File: config.mk
export PLATFORM = sky130hd
export DESIGN_NAME = irq_route_ctrl
export DESIGN_NICKNAME = d
export VERILOG_FILES = /design/src/rtl/irq_route_pkg.sv /design/src/rtl/irq_route_regs.sv /design/src/rtl/irq_route_scan.sv /design/src/rtl/irq_route_ctrl.sv
export SDC_FILE = /design/constraint.sdc
export NUM_CORES = 1
export LEC_CHECK = 0
export ABC_AREA = 1
export CAP_MARGIN = 20
export CORE_UTILIZATION = 24
export DETAILED_ROUTE_END_ITERATION = 16
export GPL_TIMING_DRIVEN = 0
export SLEW_MARGIN = 20
export SYNTH_ARGS = -nofsm -noshare
export SYNTH_HDL_FRONTEND = slang
export SYNTH_SLANG_ARGS = --single-unit
File: constraint.sdc
create_clock -name clk -period 2.3 [get_ports clk]
set_clock_uncertainty 0.05 [all_clocks]
set_input_delay 0.23 -clock clk [delete_from_list [all_inputs] [get_ports clk]]
set_output_delay 0.23 -clock clk [all_outputs]
set_load 0.005 [all_outputs]
File: src/rtl/irq_route_pkg.sv
package irq_route_pkg;
    localparam int GRP_W     = 16;
    localparam int NUM_GRP   = 2;
    localparam int NUM_SRC   = GRP_W * NUM_GRP;
    localparam int NUM_OUT   = 5;
    localparam int FLD_W     = 3;
    localparam int NUM_ASG   = 4;
    localparam int FLD_PER   = 5;
    localparam int SRC_IDX_W = $clog2(NUM_SRC);
    localparam int ADDR_W    = 6;
    localparam int DATA_W    = 16;

    localparam logic [ADDR_W-1:0] ADR_PEND_A = 6'h00;
    localparam logic [ADDR_W-1:0] ADR_ASG0   = 6'h04;
    localparam logic [ADDR_W-1:0] ADR_ASG1   = 6'h06;
    localparam logic [ADDR_W-1:0] ADR_MASK_A = 6'h0C;
    localparam logic [ADDR_W-1:0] ADR_ASG2   = 6'h1C;
    localparam logic [ADDR_W-1:0] ADR_ASG3   = 6'h1E;
    localparam logic [ADDR_W-1:0] ADR_PEND_B = 6'h20;
    localparam logic [ADDR_W-1:0] ADR_MASK_B = 6'h26;

    // Location code: bit 5 = steerable, bits 4:3 = register, bits 2:0 = slot
    function automatic logic [5:0] loc_of(input int s);
        case (s)
            0:  return 6'b1_00_000;
            1:  return 6'b1_00_001;
            2:  return 6'b1_00_010;
            3:  return 6'b1_00_011;
            8:  return 6'b1_00_100;
            9:  return 6'b1_01_000;
            11: return 6'b1_01_010;
            12: return 6'b1_01_011;
            16: return 6'b1_10_000;
            17: return 6'b1_10_001;
            19: return 6'b1_10_010;
            20: return 6'b1_10_011;
            21: return 6'b1_10_100;
            22: return 6'b1_11_000;
            23: return 6'b1_11_001;
            24: return 6'b1_11_010;
            25: return 6'b1_11_011;
            26: return 6'b1_11_100;
            default: return 6'b0_00_000;
        endcase
    endfunction

    function automatic bit loc_ok(input int s);
        return loc_of(s)[5];
    endfunction

    function automatic int loc_reg(input int s);
        return int'(loc_of(s)[4:3]);
    endfunction

    function automatic int loc_fld(input int s);
        return int'(loc_of(s)[2:0]);
    endfunction

    function automatic bit fld_ok(input int r, input int f);
        bit hit;
        hit = 1'b0;
        for (int s = 0; s < NUM_SRC; s++)
            if (loc_ok(s) && loc_reg(s) == r && loc_fld(s) == f) hit = 1'b1;
        return hit;
    endfunction

    function automatic logic [DATA_W-1:0] fld_bits(input int r);
        logic [DATA_W-1:0] m;
        m = '0;
        for (int f = 0; f < FLD_PER; f++)
            if (fld_ok(r, f)) m[f*FLD_W +: FLD_W] = '1;
        return m;
    endfunction

    function automatic logic [DATA_W-1:0] asg_rst(input int r);
        case (r)
            0: return 16'h0040;
            2: return 16'h0002;
            default: return 16'h0000;
        endcase
    endfunction
endpackage

File: src/rtl/irq_route_regs.sv
module irq_route_regs
    import irq_route_pkg::*;
(
    input  logic                      clk,
    input  logic                      rst_n,
    input  logic [ADDR_W-1:0]         addr,
    input  logic                      wr_en,
    input  logic [DATA_W-1:0]         wdata,
    input  logic [GRP_W-1:0]          pend_a,
    input  logic [GRP_W-1:0]          pend_b,
    output logic [DATA_W-1:0]         rdata,
    output logic [GRP_W-1:0]          mask_a,
    output logic [GRP_W-1:0]          mask_b,
    output logic [NUM_ASG*DATA_W-1:0] asg_flat
);
    typedef struct packed {
        logic [GRP_W-1:0]                mask_a;
        logic [GRP_W-1:0]                mask_b;
        logic [NUM_ASG-1:0][DATA_W-1:0]  asg;
    } reg_st_t;

    reg_st_t st_d, st_q;
    logic    wr_asg;
    logic [1:0] wr_r;

    always_comb begin
        wr_asg = 1'b1;
        wr_r   = 2'd0;
        case (addr)
            ADR_ASG0: wr_r = 2'd0;
            ADR_ASG1: wr_r = 2'd1;
            ADR_ASG2: wr_r = 2'd2;
            ADR_ASG3: wr_r = 2'd3;
            default:  wr_asg = 1'b0;
        endcase
    end

    always_comb begin
        st_d = st_q;
        if (wr_en) begin
            if (addr == ADR_MASK_A) st_d.mask_a = wdata;
            if (addr == ADR_MASK_B) st_d.mask_b = wdata;
            if (wr_asg) begin
                for (int f = 0; f < FLD_PER; f++) begin
                    if (fld_ok(int'(wr_r), f) && wdata[f*FLD_W +: FLD_W] <= 3'd4)
                        st_d.asg[wr_r][f*FLD_W +: FLD_W] = wdata[f*FLD_W +: FLD_W];
                end
            end
        end
    end

    always_ff @(posedge clk) begin
        if (!rst_n) begin
            st_q.mask_a <= '0;
            st_q.mask_b <= '0;
            for (int r = 0; r < NUM_ASG; r++) st_q.asg[r] <= asg_rst(r);
        end else begin
            st_q <= st_d;
        end
    end

    always_comb begin
        case (addr)
            ADR_PEND_A: rdata = pend_a;
            ADR_PEND_B: rdata = pend_b;
            ADR_MASK_A: rdata = st_q.mask_a;
            ADR_MASK_B: rdata = st_q.mask_b;
            ADR_ASG0:   rdata = st_q.asg[0];
            ADR_ASG1:   rdata = st_q.asg[1];
            ADR_ASG2:   rdata = st_q.asg[2];
            ADR_ASG3:   rdata = st_q.asg[3];
            default:    rdata = '0;
        endcase
    end

    assign mask_a   = st_q.mask_a;
    assign mask_b   = st_q.mask_b;
    assign asg_flat = st_q.asg;

    generate
        for (genvar r = 0; r < NUM_ASG; r++) begin : g_asg_chk

            asg_spare_zero_chk: assert property (@(posedge clk) disable iff (!rst_n)
                (st_q.asg[r] & ~fld_bits(r)) == '0);
            for (genvar f = 0; f < FLD_PER; f++) begin : g_fld
                if (fld_ok(r, f)) begin : g_ok

                    fld_range_chk: assert property (@(posedge clk) disable iff (!rst_n)
                        st_q.asg[r][f*FLD_W +: FLD_W] <= 3'd4);
                end
            end
        end
    endgenerate


    unmapped_write_chk: assert property (@(posedge clk) disable iff (!rst_n)
        (wr_en && rdata == '0 && addr != ADR_MASK_A && addr != ADR_MASK_B && !wr_asg)
        |=> $stable(st_q));
endmodule

File: src/rtl/irq_route_scan.sv
module irq_route_scan
    import irq_route_pkg::*;
#(
    parameter int OUT_ID = 0
) (
    input  logic                     clk,
    input  logic                     rst_n,
    input  logic [NUM_SRC-1:0]       active,
    input  logic [NUM_SRC*FLD_W-1:0] route,
    output logic                     hit,
    output logic [SRC_IDX_W-1:0]     first
);
    localparam logic [FLD_W-1:0] ID = FLD_W'(OUT_ID);

    always_comb begin
        hit   = 1'b0;
        first = '0;
        for (int i = NUM_SRC - 1; i >= 0; i--) begin
            if (active[i] && route[i*FLD_W +: FLD_W] == ID) begin
                hit   = 1'b1;
                first = SRC_IDX_W'(i);
            end
        end
    end


    first_is_live_chk: assert property (@(posedge clk) disable iff (!rst_n)
        hit |-> (active[first] && route[first*FLD_W +: FLD_W] == ID));

    first_zero_idle_chk: assert property (@(posedge clk) disable iff (!rst_n)
        !hit |-> first == '0);
endmodule

File: src/rtl/irq_route_ctrl.sv
module irq_route_ctrl
    import irq_route_pkg::*;
(
    input  logic                           clk,
    input  logic                           rst_n,
    input  logic [ADDR_W-1:0]              reg_addr,
    input  logic                           reg_we,
    input  logic [DATA_W-1:0]              reg_wdata,
    output logic [DATA_W-1:0]              reg_rdata,
    input  logic [GRP_W-1:0]               src_a,
    input  logic [GRP_W-1:0]               src_b,
    output logic [NUM_OUT-1:0]             cpu_irq,
    output logic [NUM_OUT*SRC_IDX_W-1:0]   first_src,
    output logic [NUM_OUT-1:0]             no_src
);
    typedef struct packed {
        logic [NUM_OUT-1:0] irq;
    } out_st_t;

    logic [GRP_W-1:0]          mask_a, mask_b;
    logic [NUM_ASG*DATA_W-1:0] asg_flat;
    logic [NUM_SRC-1:0]        active;
    logic [NUM_SRC*FLD_W-1:0]  route;
    logic [NUM_OUT-1:0]        hit;
    out_st_t                   out_d, out_q;

    irq_route_regs u_regs (
        .clk      (clk),
        .rst_n    (rst_n),
        .addr     (reg_addr),
        .wr_en    (reg_we),
        .wdata    (reg_wdata),
        .pend_a   (src_a),
        .pend_b   (src_b),
        .rdata    (reg_rdata),
        .mask_a   (mask_a),
        .mask_b   (mask_b),
        .asg_flat (asg_flat)
    );

    assign active = {src_b & mask_b, src_a & mask_a};

    generate
        for (genvar s = 0; s < NUM_SRC; s++) begin : g_route
            if (loc_ok(s)) begin : g_steer
                localparam int BASE = loc_reg(s) * DATA_W + loc_fld(s) * FLD_W;
                assign route[s*FLD_W +: FLD_W] = asg_flat[BASE +: FLD_W];
            end else begin : g_fixed
                assign route[s*FLD_W +: FLD_W] = '0;
            end
        end

        for (genvar k = 0; k < NUM_OUT; k++) begin : g_out
            irq_route_scan #(.OUT_ID(k)) u_scan (
                .clk    (clk),
                .rst_n  (rst_n),
                .active (active),
                .route  (route),
                .hit    (hit[k]),
                .first  (first_src[k*SRC_IDX_W +: SRC_IDX_W])
            );
        end
    endgenerate

    always_comb begin
        out_d     = out_q;
        out_d.irq = hit;
    end

    always_ff @(posedge clk) begin
        if (!rst_n) out_q <= '0;
        else        out_q <= out_d;
    end

    assign cpu_irq = out_q.irq;
    assign no_src  = ~hit;


    irq_lag_chk: assert property (@(posedge clk) disable iff (!rst_n)
        1'b1 |=> cpu_irq == ~$past(no_src));

    all_masked_quiet_chk: assert property (@(posedge clk) disable iff (!rst_n)
        (mask_a == '0 && mask_b == '0) |=> cpu_irq == '0);

    pend_view_chk: assert property (@(posedge clk) disable iff (!rst_n)
        (reg_addr == ADR_PEND_B) |-> reg_rdata == src_b);
endmodule

## Word-level counts from Yosys, hierarchy flattened

Cells that the tools add are included.

| word-level totals | value |
|---|---|
| bits in registers | 101 |
| input port bits | 57 |
| output and inout port bits | 51 |

| operators by class | value |
|---|---|
| $lt $le $gt $ge | 7 |
| equal/unequal tests | 174 |
| muxes and demuxes | 382 |
| bitwise operators | 3 |
| reduce and logical (&&, ||, !) cells | 252 |

Operators with widths:

| operator | number |
|---|---|
| $mux 64 | 13 |
| $mux 5 | 104 |
| $bwmux 64 | 5 |
| $mux 6 | 39 |
| $eq 3x3->1 const B | 75 |
| $logic_and 1x1->1 | 210 |
| $mux 1 | 210 |
| $eq 3x2->1 const B | 55 |
| $demux 16 s2 | 5 |
| $pmux 16 s8 | 1 |
| $logic_not 3->1 | 37 |
| $eq 3x1->1 const B | 18 |
| $eq 2x2->1 | 19 |
| $and 16x16->16 | 2 |
| $le 3x3->1 const B | 5 |
| $mux 15 | 1 |
| $eq 6x3->1 const B | 2 |
| $eq 6x5->1 const B | 2 |
| $eq 6x6->1 const B | 2 |
| $mux 12 | 1 |
| $mux 9 | 1 |
| $eq 6x4->1 const B | 1 |
| $logic_not 6->1 | 1 |
| $pmux 2 s3 | 1 |
| other kinds (6) | 8 |

## Longest topological paths before layout

Gate-level depths: netlist (run 1).

| depth | value |
|---|---|
| word-level depth | 47 |
| gate-level depth with buffers | 30 |
| mapped depth without buffers | 30 |

## Modules after synthesis

Synthesis (run 1) repeated with hierarchy kept, for this count alone.

| second synthesis, totals | value |
|---|---|
| cells, all modules | 1,550 |
| area, all modules | 9,027.4 um^2 |

Modules (own cells, without submodules):

| module | instances | cells each | area an instance (um^2) | sequential area each (um^2) |
|---|---|---|---|---|
| irq_route_regs | 1 | 644 | 4,425.5 | 1,841.8 |
| irq_route_scan (g_out[1].u_scan ...) | 2 | 149 | 790.8 | 0.0 |
| irq_route_scan (g_out[3].u_scan) | 1 | 200 | 937.1 | 0.0 |
| irq_route_scan (g_out[0].u_scan) | 1 | 174 | 873.3 | 0.0 |
| irq_route_scan (g_out[4].u_scan) | 1 | 149 | 809.5 | 0.0 |
| irq_route_ctrl | 1 | 85 | 400.4 | 100.1 |

## Worst setup path before layout (run 1)

Ideal clock, no wire load.

| path | value |
|---|---|
| path kind | register to output |
| from | register u_regs.st_q, in the netlist u_regs.asg_flat[57] |
| to | output port first_src[0] |
| arrival time | 1.669 ns |
| data required time | 2.020 ns |
| path slack | 0.351 ns |
| cell stages (with the launch flop) | 26 |
| path buffers | 0 |
| path through | dfxtp_1 -> nor2_1 -> nand2_4 -> nand2_1 -> nand2_1 -> nand2_1 -> nand2_1 -> nand2_1 -> nand2_1 -> nand2_1 -> nand2_1 -> nand2_1 -> nand2_1 -> nand2_1 -> nand2_1 -> nand2_1 -> nand2_1 -> nand2_1 -> nand2_1 -> nand2_1 -> nand2_1 -> nand2_1 -> nand2_1 -> nand2_1 -> nand2_1 -> a21oi_2 |

| on the way | value |
|---|---|
| longest elaborated chain between the ends | 28 |

RTL lines:

| element | line | source |
|---|---|---|
| from (decl) | irq_route_regs.sv:22 | `reg_st_t st_d, st_q;` |
| from (signal assigned) | irq_route_regs.sv:58 | `st_q <= st_d;` |
| $logic_not 3->1 | irq_route_scan.sv:19 | `if (active[i] && route[i*FLD_W +: FLD_W] == ID) begin` |
| $logic_and 1x1->1 | irq_route_scan.sv:19 |  |
| $mux 5 (26 in series) | irq_route_scan.sv:19 |  |
| to (decl) | irq_route_ctrl.sv:13 | `output logic [NUM_OUT*SRC_IDX_W-1:0] first_src,` |

No other way between the ends.

## Worst setup path after layout (run 1)

| path | value |
|---|---|
| from | register u_regs.st_q, in the netlist u_regs.asg_flat[60] |
| to | output port first_src[0] |

| on the way | value |
|---|---|
| longest elaborated chain between the ends | 29 |

RTL lines:

| element | line |
|---|---|
| $logic_not 3->1 | irq_route_scan.sv:19 |
| $logic_and 1x1->1 | irq_route_scan.sv:19 |
| $mux 5 (27 in series) | irq_route_scan.sv:19 |

No other way between the ends.

==> flow_summary.ini, run 1 <==
[critical_path]
cp-end-kind = primary output
crit_cells = 27
worst_r2r_startpoint = u_regs.mask_a[0]
slowest_stage = dfxtp_2
cp_max_fo = 4
critical_path.startpoint_type = register
rrSetupSlack_ns = 0.41
cp_data_arrival_time_ns = 2.55
crit_buf_inv = 2
crit_top_cell = nand2_1
setup.worst_path.class = register to primary output
crit_family = simple AND/OR/NAND/NOR gates
critPathMaxStageDelay_ns = 0.41
worstRegToRegCells = 14
worstPathRequired_ns = 2.02
timing.rr.end = cpu_irq[0]

[power_and_ir_drop]
finalPower_mw = 3.89
leakagePower_nw = 4.07
power_density_mw_per_mm2 = 405
ir_worst_vdd_v = 0.000306

[placement]
numPortBuffers = 106
gp_congestion = 0.993
dp_hpwl_mm = 23.8

[hold_path]
hold_path_end = u_regs.asg_flat[40]
worstHoldStart = rst_n
hp-class = input pin to register
hold_depth = 3

[die]
core_sq_mm = 0.0253
die_area_sq_mm = 0.0266
num_io_pins = 108
die_w_um = 163
rows = 58
die_h_um = 163
start_util_pct = 24.6

[timing]
tightest_slew_ns = 1.09
timing.final.crit_share_pct = 123
period_needed_ns = 2.83
rsz0062_at_grt = yes
max_slew_margin_pct = 27.1
finalSetupViolCount = 18
slew_violations = 0
fmax_mhz = 353
hold_viol = 0
setup_ws_ns = -0.534

[synth]
synth.net_count = 1072
synth_seq_cells = 97
yosysSeqAreaShare_pct = 31.1
ys_warn_count = 0
synth.avg_cell_area_sq_um = 6.14
yosys.area.top_type_share_pct = 31.1
yosysTopAreaCell = dfxtp_1
ys_top_cells_by_area = dfxtp_1 (31%), nand2_1 (11%), inv_1 (9.3%)
postSynthCellCount = 1015
synthDistinctLibCells = 38
syn-cell-area_sq_mm = 0.00623

[clock_tree]
cts_root_buffer = clkbuf_16
numCtsBuffers = 9
htree_levels = 3
clk_path_buf_depth = 2
holdBufCountCts = 0
path_clk_slew_ns = 0.08
clock-sinks = 97
clkLatencyLatePin_ns = 0.38
cts_tree = built

[routing]
drc = 0
wl_per_cell_um = 21.3
firstDrtPassIters = 6
first_iter_violations = 955
drtAntennaViolNets = 0
wirelength_mm = 32.6
viasPerCell = 5.38
via_count = 8249

[global_routing]
grt_antenna_before_repair = 0
grt_pass1_vias = 7836
grt_max_degree = 19
grt_pass1_wl_mm = 47.1
overflow = 0
grt_use_total_pct = 24.3

[layout]
drive_gt1_share_pct = 31.5
area_delta_synth_final_pct = 54.4
finalNetCount = 1256
nFillCells = 2625
post-route-util_pct = 38.0
n_antenna_cell = 0

[outcome]
violations = negative setup slack
outcome = complete, but fails checks

[flow_run]
max_cap_viol_count = 0
## sequential cells by signal, summed over array words and instances, names as in the netlist
name             count
u_regs.mask_b       16
u_regs.mask_a       16
cpu_irq              5
u_regs.asg_flat     60
## cells in the mapped netlist
cell type / number
nand2_1: 190
nor2_1: 149
inv_1: 154
nand3b_1: 1
dfxtp_1: 97
nor3_1: 65
clkinv_1: 2
nor4_1: 7
nand3_1: 26
nand2_2: 2
or2_2: 2
a22oi_1: 11
a31oi_1: 7
o21a_1: 1
o211ai_1: 3
nor2_2: 5
nor2_4: 4
nor2_8: 1
a221oi_1: 16
o2111ai_1: 13
a211oi_2: 1
inv_2: 8
a21oi_2: 1
a211oi_1: 8
nor3_2: 1
nand2_4: 3
o22ai_1: 13
o21ai_0: 76
o21ai_1: 5
o21bai_1: 3
buf_2: 2
clkbuf_1: 20
nand4_1: 14
nand3_2: 3
o31ai_1: 1
a21oi_1: 95
a21boi_0: 4
nor3_4: 1
## layer usage
layer / part of all wire, % / track usage (%) / vias to the layer above / wire length [um]
li1: - / - / 3777 / -
met1: 40 / 30.5 / 3844 / 13000
met2: 44 / 37.4 / 516 / 14400
met3: 10 / 5.31 / 112 / 3290
met4: 5.9 / 15.3 / 0 / 1930
met5: 0 / 0 / - / 0
## how the worst max path moves through the flow
stage | to | slack (ns) | startpoint
floorplan | first_src[0] | 0.35 | u_regs.asg_flat[57]
global placement | reg_rdata[7] | -1.49 | reg_addr[1]
detailed placement | reg_rdata[6] | -1.33 | reg_addr[1]
CTS | first_src[0] | -0.49 | u_regs.mask_b[15]
global route | first_src[0] | -0.78 | u_regs.mask_b[15]
finish | first_src[0] | -0.53 | u_regs.asg_flat[60]
## power breakdown
part / leakage (nW) / switching, mW / internal [mW] / total, mW
Sequential: 0.805 / 0.0138 / 1.68 / 1.69
Clock: 0.161 / 0.820 / 0.979 / 1.80
Combinational: 3.10 / 0.256 / 0.146 / 0.402
Total: 4.07 / 1.09 / 2.80 / 3.89
## logic make-up (layout without fill, tap and decap cells)
group                  count (synthesis)  after routing  synth area share, %
AOI/OAI and AO/OA                    258            258                 24.3
buffers and inverters                186            375                 11.2
DFF                                   97             97                 31.1
and+or+nand+nor                      474            474                 33.3
## repair_timing
item	CTS	global route
pin swaps	63	69
gates cloned	2	0
setup endpoints to repair	95	38
buffers inserted	46	19
resized for setup	352	132
## through the flow
stage	TNS, ns	hold slack (ns)	cells	area, sq um	worst slack (ns)
after floorplan	0	0.310	1015	6230	0.351
after global placement	-73.86	0.367	1451	7710	-1.49
after detailed placement	-73.76	0.372	1451	7710	-1.33
after CTS	-4.23	0.221	1515	9210	-0.493
after global routing	-5.74	0.261	1534	9630	-0.782
final	-3.41	0.238	1534	9630	-0.534
## cell type report
type,count,area (sq um),share of cell area [%]
Sequential cell,97,2010,20.9
Clock inverter,7,113,1.17
Clock buffer,9,225,2.34
Timing Repair Buffer,173,1470,15.3
Tap cell,330,413,4.29
Inverter,164,634,6.59
Buffer,22,168,1.74
Multi-Input combinational cell,732,4590,47.7
## tightest hold or removal path, cell delays in order
cell	delay, ns
clkbuf_1	0.21
o21ai_0	0.13
a21oi_1	0.05
## cell usage in the layout (no fill, tap or decap), types with 32 or more instances in the layout
master           instances
nand2_1                172
dfxtp_1                 56
a21oi_1                 90
dfxtp_2                 33
nor3_2                  32
clkdlybuf4s50_1         41
inv_1                  129
buf_4                   53
o21ai_0                 64
nor2_1                 111
Power figures use the tool's default switching activity.
==> run 2: changes to the inputs <==
--- a/config.mk
+++ b/config.mk
@@ -7,9 +7,10 @@
 export LEC_CHECK = 0
 export ABC_AREA = 1
 export CAP_MARGIN = 20
-export CORE_UTILIZATION = 24
+export CORE_UTILIZATION = 45
 export DETAILED_ROUTE_END_ITERATION = 16
 export GPL_TIMING_DRIVEN = 0
+export PLACE_DENSITY = 0.7
 export SLEW_MARGIN = 20
 export SYNTH_ARGS = -nofsm -noshare
 export SYNTH_HDL_FRONTEND = slang
==> run 2 against run 1 <==
  * Flip-flop and latch count is the same
  * Critical path type unchanged
  * The run still ends with negative setup slack left
  * Total power fell by 2.8%
  * Non-clock buffer count down 13
  * Critical endpoint unchanged
  * Hold slack got worse by 0.012 ns
  * Sequential share of layout area increased by 0.84 points
==> flow_summary.ini, run 2 (same netlist as run 1, synthesis figures left out) <==
[power_and_ir_drop]
swShare_pct = 26.2
ir_worst_vdd_v = 0.000494
p_int_mw = 2.79
pwr-share-seq_pct = 44.8
clockPowerShare_pct = 44.7
switchingPower_uw = 994
power_density_mw_per_mm2 = 414
p_comb_share_pct = 10.5
leakagePower_nw = 3.93

[clock_tree]
path_clk_slew_ns = 0.08
cts_tree = built
cts_root_buffer = clkbuf_16
htree_levels = 3
numCtsBuffers = 9
clkLatencyLatePin_ns = 0.37
clock-sinks = 97
clk_path_buf_depth = 2

[critical_path]
critical_path.startpoint_type = register
cp-end-kind = primary output
cp_data_arrival_time_ns = 2.73
cp_max_fo = 2
crit_top_cell = nand2_1
slowest_stage = dfxtp_2
critPathMaxStageDelay_ns = 0.34
worstPathRequired_ns = 2.02
setup.worst_path.class = register to primary output

[timing]
period_needed_ns = 3.01
tightest_slew_ns = 1.01
max_slew_margin_pct = 32.4
setup_ws_ns = -0.715
hold_viol = 0
finalSetupViolCount = 20
timing.final.crit_share_pct = 131
rsz0062_at_grt = yes
final.setup.tns_ns = -6.18
slew_violations = 0
fmax_mhz = 332

[layout]
post-route-util_pct = 68.3
largest_register_ffs = 60
seq_area_sq_mm = 0.00199
nFillCells = 1235
area_delta_synth_final_pct = 46.8
drive_gt1_share_pct = 27.5
n_antenna_cell = 0
final_common_cell = nand2_1
multi_input_area_sq_mm = 0.00443
finalNetCount = 1243
layout_common_cells = nand2_1 (157), inv_1 (136), nor2_1 (112)

[outcome]
violations = negative setup slack
outcome = complete, but fails checks

[placement]
gp_congestion = 1.03
numPortBuffers = 106
dp_worst_setup_slack_ns = -1.19
dp_hpwl_mm = 21.7

[routing]
met2_length_mm = 12.8
drc = 0
first_iter_violations = 999
wl_met1_mm = 11.5
wirelength_mm = 30.1
via_count = 8217
maxUsedRoutingLayer = met4
viasPerCell = 6.01
drtAntennaViolNets = 0
wl_met3_mm = 3.91
firstDrtPassIters = 7
wl_per_cell_um = 22.0

[global_routing]
grt_pass1_wl_mm = 44.0
grt_pass1_vias = 7603
grt_use_total_pct = 42.0
grt_max_degree = 17
overflow = 0
grt_antenna_before_repair = 0

[hold_path]
hp-class = input pin to register

[die]
num_io_pins = 108
die_area_sq_mm = 0.0143
die_w_um = 120
die_h_um = 120
start_util_pct = 46.5
core_sq_mm = 0.0134
rows = 42

[flow_run]
max_cap_viol_count = 0
==> run 2: cell types whose count changed in the layout (fill, tap and decap cells not counted), sizes merged, moves of 3 or more <==
cell | before | now
buf | 83 | 68
clkbuf | 45 | 37
clkdlybuf4s15 | 3 | 6
clkdlybuf4s50 | 41 | 53
==> run 2: area by class of cell <==
| type | instances | share of cell area (%) |
|---|---|---|
| Inverter | 164 | 6.86 |
| Clock inverter | 6 | 0.998 |
| Timing Repair Buffer | 160 | 15.1 |
| Buffer | 22 | 1.94 |
| Tap cell | 176 | 2.41 |
| Clock buffer | 10 | 2.50 |
| Sequential cell | 97 | 21.8 |
| Multi-Input combinational cell | 732 | 48.4 |
==> run 2: path summary, 6_finish.rpt <==
kind | slack (ns) | to | cells past startpoint | from
min | 0.23 | u_regs.asg_flat[40] | 3 | rst_n
max reg2reg | 0.32 | cpu_irq[0] | 11 | u_regs.asg_flat[16]
min reg2reg | 0.38 | u_regs.asg_flat[20] | 2 | u_regs.asg_flat[20]
max | -0.71 | first_src[0] | 31 | u_regs.mask_b[15]
==> run 2: critical path, delay by kind of cell, from the launching register on <==
family / cells / cell delay [ns]
AND/OR/NAND/NOR: 28 / 1.71
AO/OA/AOI/OAI: 1 / 0.12
flip-flops: 1 / 0.34
buffers and inverters: 2 / 0.17
==> run 2: metal layers <==
| layer | global-route usage, % | vias to the layer above |
|---|---|---|
| met5 | 0 | - |
| met4 | 23.5 | 0 |
| met3 | 13.0 | 136 |
| met2 | 63.0 | 591 |
| met1 | 53.2 | 3734 |
| li1 | - | 3756 |
==> run 2: repair_timing <==
action                                  in CTS  in global routing
buffers inserted                            47                 14
hold buffers                                 0                  0
endpoints found under the setup margin     104                 43
pin swaps                                   44                 49
cloned                                       0                  0
gates resized for setup                    274                127
==> run 2: through the flow <==
stage	cells	instance area, sq um	hold slack [ns]	total power, mW
5_1_grt	1367	9150	0.280	3.87
3_5_place_dp	1297	7520	0.368	2.09
6_report	1367	9150	0.225	3.79
2_1_floorplan	1015	6230	0.310	1.86
3_3_place_gp	1297	7520	0.365	2.09
4_1_cts	1356	8810	0.226	3.75
==> run 2: power by group through the flow <==
stage | clock [mW] | sequential, mW | combinational (mW)
6_report | 1.69 | 1.70 | 0.397
5_1_grt | 1.76 | 1.70 | 0.412
4_1_cts | 1.68 | 1.70 | 0.374
3_5_place_dp | 0 | 1.74 | 0.351
3_3_place_gp | 0 | 1.74 | 0.351
2_1_floorplan | 0 | 1.74 | 0.122
